$ cat src/rtl/wp_guard_pkg.sv
package wp_guard_pkg;
  typedef struct packed {
    logic       lock_en;
    logic [1:0] rsv_hi;
    logic [1:0] blk_sz;
    logic       rsv_mid;
    logic       wr_en;
    logic       rsv_lo;
  } wp_reg_t;

  localparam logic [7:0] WP_MASK = 8'h9A;

  typedef enum logic [1:0] {
    BLK_NONE    = 2'd0,
    BLK_QUARTER = 2'd1,
    BLK_HALF    = 2'd2,
    BLK_ALL     = 2'd3
  } blk_sz_e;
endpackage

$ cat src/rtl/wp_range_decode.sv
module wp_range_decode #(
  parameter int ADDR_W = 13
) (
  input  logic [ADDR_W-1:0] addr_i,
  input  logic [1:0]        blk_sz_i,
  output logic              hit_o
);
  import wp_guard_pkg::*;

  logic [1:0] top_bits;

  generate
    if (ADDR_W >= 2) begin : g_wide
      assign top_bits = addr_i[ADDR_W-1 -: 2];
    end else begin : g_narrow
      assign top_bits = {addr_i[0], addr_i[0]};
    end
  endgenerate

  always_comb begin
    unique case (blk_sz_e'(blk_sz_i))
      BLK_NONE:    hit_o = 1'b0;
      BLK_QUARTER: hit_o = (top_bits == 2'b11);
      BLK_HALF:    hit_o = top_bits[1];
      BLK_ALL:     hit_o = 1'b1;
      default:     hit_o = 1'b1;
    endcase
  end
endmodule

$ cat src/rtl/wp_reg.sv
module wp_reg (
  input  logic                  clk_i,
  input  logic                  rst_ni,
  input  logic                  load_i,
  input  logic [7:0]            data_i,
  output wp_guard_pkg::wp_reg_t q_o
);
  import wp_guard_pkg::*;

  wp_reg_t q;

  always_ff @(posedge clk_i or negedge rst_ni) begin
    if (!rst_ni) q <= '0;
    else if (load_i) q <= wp_reg_t'(data_i & WP_MASK);
  end

  assign q_o = q;
endmodule

$ cat src/rtl/wp_guard.sv
module wp_guard #(
  parameter int ADDR_W = 13
) (
  input  logic              clk_i,
  input  logic              rst_ni,
  input  logic [ADDR_W-1:0] addr_i,
  input  logic              reg_wr_i,
  input  logic [7:0]        wdata_i,
  input  logic              wp_pin_i,
  output logic              wr_grant_o,
  output logic [7:0]        reg_o
);
  import wp_guard_pkg::*;

  localparam logic [ADDR_W-1:0] REG_ADDR = {ADDR_W{1'b1}};

  wp_reg_t cur;
  logic    is_reg, blk_hit, reg_open, arr_open, load;

  wp_range_decode #(.ADDR_W(ADDR_W)) u_range (
    .addr_i   (addr_i),
    .blk_sz_i (cur.blk_sz),
    .hit_o    (blk_hit)
  );

  assign is_reg   = (addr_i == REG_ADDR);
  // register locked only while both lock bit and pin are asserted
  assign reg_open = ~(cur.lock_en & wp_pin_i);
  assign arr_open = cur.wr_en & ~blk_hit;
  assign wr_grant_o = is_reg ? reg_open : arr_open;
  assign load     = reg_wr_i & is_reg & reg_open;

  wp_reg u_reg (
    .clk_i  (clk_i),
    .rst_ni (rst_ni),
    .load_i (load),
    .data_i (wdata_i),
    .q_o    (cur)
  );

  assign reg_o = cur;
endmodule

$ cat config.mk
export PLATFORM = sky130hd
export DESIGN_NAME = wp_guard
export DESIGN_NICKNAME = d
export VERILOG_FILES = /design/src/rtl/wp_guard_pkg.sv /design/src/rtl/wp_range_decode.sv /design/src/rtl/wp_reg.sv /design/src/rtl/wp_guard.sv
export SDC_FILE = /design/constraint.sdc
export NUM_CORES = 1
export LEC_CHECK = 0
export BUFFER_PORTS_ARGS = -buffer_cell sky130_fd_sc_hd__buf_2
export CAP_MARGIN = 0
export CORE_AREA = 2 2 39 41
export CTS_CLUSTER_DIAMETER = 40
export CTS_CLUSTER_SIZE = 20
export DETAILED_ROUTE_END_ITERATION = 12
export DIE_AREA = 0 0 41 43
export PLACE_DENSITY = 0.61
export SETUP_SLACK_MARGIN = 0.5
export SLEW_MARGIN = 40
export SYNTH_ARGS = -nofsm -noshare
export SYNTH_HDL_FRONTEND = slang
export SYNTH_HIERARCHICAL = 1
export SYNTH_SLANG_ARGS = --single-unit
$ cat constraint.sdc
create_clock -name clk_i -period 3.28 [get_ports clk_i]
set_clock_uncertainty 0.15 [all_clocks]
set_input_delay 0.164 -clock clk_i [delete_from_list [all_inputs] [get_ports clk_i]]
set_output_delay 0.164 -clock clk_i [all_outputs]
set_load 0.02 [all_outputs]
==> impl_metrics.env <==
export IMPL_hold_depth=2
export IMPL_core_area_um2=1384
export IMPL_avgSynthCellArea_um2=10.21
export IMPL_reg2reg_from="u_reg/q_o[7]"
export IMPL_hold_class="in -> reg"
export IMPL_fin_nets=80
export IMPL_vias=269
export IMPL_powerDensity_nw_per_um2=317.2
export IMPL_crit_required_ns=2.97
export IMPL_r2r_cells=3
export IMPL_synth_area_leaders="dfrtp_1, mux2_2, buf_4"
export IMPL_switchingPower_uw=30.76
export IMPL_path_class="reg -> out"
export IMPL_fp_dieW_um=41
export IMPL_overflow=0
export IMPL_drt_iter0_drc=1
export IMPL_clock_sinks=4
export IMPL_p_sw_share_pct=23.42
export IMPL_drv_cap=0
export IMPL_power_leakage_nw=0.2429
export IMPL_register_area_um2=100.1
export IMPL_cts_tree="done"
export IMPL_status="finished, final reports clean"
export IMPL_io_pins=34
export IMPL_synth_distinct_cells=11
export IMPL_period_needed_ns=1.547
export IMPL_critPathMaxFanout=4
export IMPL_rsz0062_at_grt="false"
export IMPL_end_kind="primary output"
export IMPL_min_to="u_reg/q_o[3]"
export IMPL_irDropWorstVdd_v=0.0001069
export IMPL_avgRoutedWirePerCell_um=9.638
export IMPL_synth_seq_cells=4
export IMPL_fillers=158
export IMPL_fin_setup_tns_ns=0
export IMPL_rrSetupSlack_ns=1.98
export IMPL_crit_path_start_kind="flop"
export IMPL_cts_htree_levels=1
export IMPL_yosysTopAreaCell="dfrtp_1"
export IMPL_place_gp_congestion=0.6935
export IMPL_yosysWarnings=6
export IMPL_hold_viol_final=0
export IMPL_dr_pass1_iters=2
export IMPL_largest_reg_flops=4
export IMPL_grt_max_degree=5
export IMPL_combPwrFrac_pct=14.7
export IMPL_timing_fmax_ghz=0.6465
export IMPL_whs_ns=0.01260
export IMPL_syn_inst=25
export IMPL_worst_r2r_endpoint="u_reg/q_o[4]"
export IMPL_drc=0
export IMPL_worstHoldStart="wdata_i[3]"
export IMPL_seqPwrFrac_pct=37.9
export IMPL_die_h_um=43
export IMPL_diodes=0
export IMPL_path_clk_slew_ns=0.04
export IMPL_multi_input_area_um2=136.4
export IMPL_port_buffers=25
export IMPL_routed_wl_um=665
export IMPL_pwr_share_clk_pct=47.4
export IMPL_synth_area_um2=255.2
export IMPL_ant_nets=0
export IMPL_syn_to_final_growth_pct=62.25
export IMPL_rows=14
export IMPL_clockRootBuffer="clkbuf_4"
export IMPL_numCtsBuffers=3
export IMPL_grt_pass1_wl_um=931
export IMPL_clock_latency_ns=0.23
export IMPL_vias_per_cell=3.899
export IMPL_synth_top_cell_area_share_pct=39.22
export IMPL_arrival_ns=1.23
export IMPL_start_util_pct=18.44
export IMPL_die_area_um2=1763
export IMPL_drive_above_1_share_pct=66.04
export IMPL_seq_area_frac_synth_pct=39.22
export IMPL_grt_usage_pct=8.081
export IMPL_internal_power_uw=100.6
export IMPL_setup_viol=0
export IMPL_final_max_slew_viol_count=0
export IMPL_period_share_pct=47.16
export IMPL_first_global_vias=257
export IMPL_clk_path_buf_depth=2
export IMPL_antenna_found_initial=0
## per-layer routing
| layer | routed length, um | GRT usage (%) |
|---|---|---|
| met1 | 253 | 7.869 |
| met2 | 360 | 12.81 |
| met3 | 51 | 3.141 |
| met4 | 0 | 6.000 |
| met5 | 0 | 0 |
## cell usage after synthesis (all sizes together)
master  n
buf     4
nand4   2
nor4    1
and3    1
nand3   2
dfrtp   4
nand2   3
mux2    5
nor2b   1
conb    1
o21ai   1
## per-stage QoR
stage	cell area, um^2	power, mW	utilization (%)	setup slack [ns]	cells
finish	414.1	0.1314	29.93	1.733	69
global route	414.1	0.1392	29.93	1.592	69
CTS	414.1	0.1354	29.93	1.722	69
detailed placement	381.6	0.06908	27.58	1.706	65
global placement	381.6	0.06870	27.58	1.716	65
floorplan	266.5	0.05976	-	1.888	28
## final cells by class
cell class                      instances  area share [%]
Timing Repair Buffer                   26           32.63
Clock buffer                            3           5.438
Sequential cell                         4           24.17
Tap cell                               16           4.834
Multi-Input combinational cell         20           32.93
## worst max-delay path by stage
stage / start / to / slack, ns / cells after the start
2_1_floorplan: addr_i[5] / u_reg/q_o[1] / 1.89 / 4
3_3_place_gp: addr_i[5] / u_reg/q_o[7] / 1.72 / 5
3_5_place_dp: addr_i[4] / u_reg/q_o[1] / 1.71 / 5
4_1_cts: u_reg/q_o[3] / wr_grant_o / 1.72 / 5
5_1_grt: u_reg/q_o[3] / wr_grant_o / 1.59 / 5
6_report: u_reg/q_o[3] / wr_grant_o / 1.73 / 5
## placed cells by master (no fill, tap or decap)
cell           synthesis  layout
and3_2                 1       1
buf_2                  0      25
clkbuf_4               0       3
conb_1                 1       4
dfrtp_1                4       4
dlygate4sd3_1          0       1
mux2_2                 5       5
nand2_1                3       3
nand3_1                2       2
nand4_1                2       2
nor2b_1                1       1
nor4_2                 1       1
o21ai_1                1       1
## kinds of logic after synthesis
group	synth area share, %
AOI/OAI and AO/OA	1.959
buffers and inverters	11.77
DFF	39.22
muxes	22.06
other	1.469
and+or+nand+nor	23.53
## worst max-delay path: stages, from the launching register on
cell	delay, ns
dfrtp_1	0.39
o21ai_1	0.14
nand2_1	0.07
nor2b_1	0.10
mux2_2	0.14
buf_2	0.15
## power by group through the flow
stage          combinational, mW  sequential [mW]  clock [mW]
3_3_place_gp              0.0183           0.0504           0
5_1_grt                   0.0214           0.0498      0.0680
4_1_cts                   0.0195           0.0498      0.0661
6_report                  0.0193           0.0498      0.0622
2_1_floorplan            0.00916           0.0506           0
3_5_place_dp              0.0186           0.0505           0
## what timing repair did
action                    in CTS  in global routing
buffers inserted               0                  0
resized for setup              0                  0
hold endpoints to repair       4                  0
hold buffers                   1                  0
No activity file was read; power rests on OpenSTA's default activity.
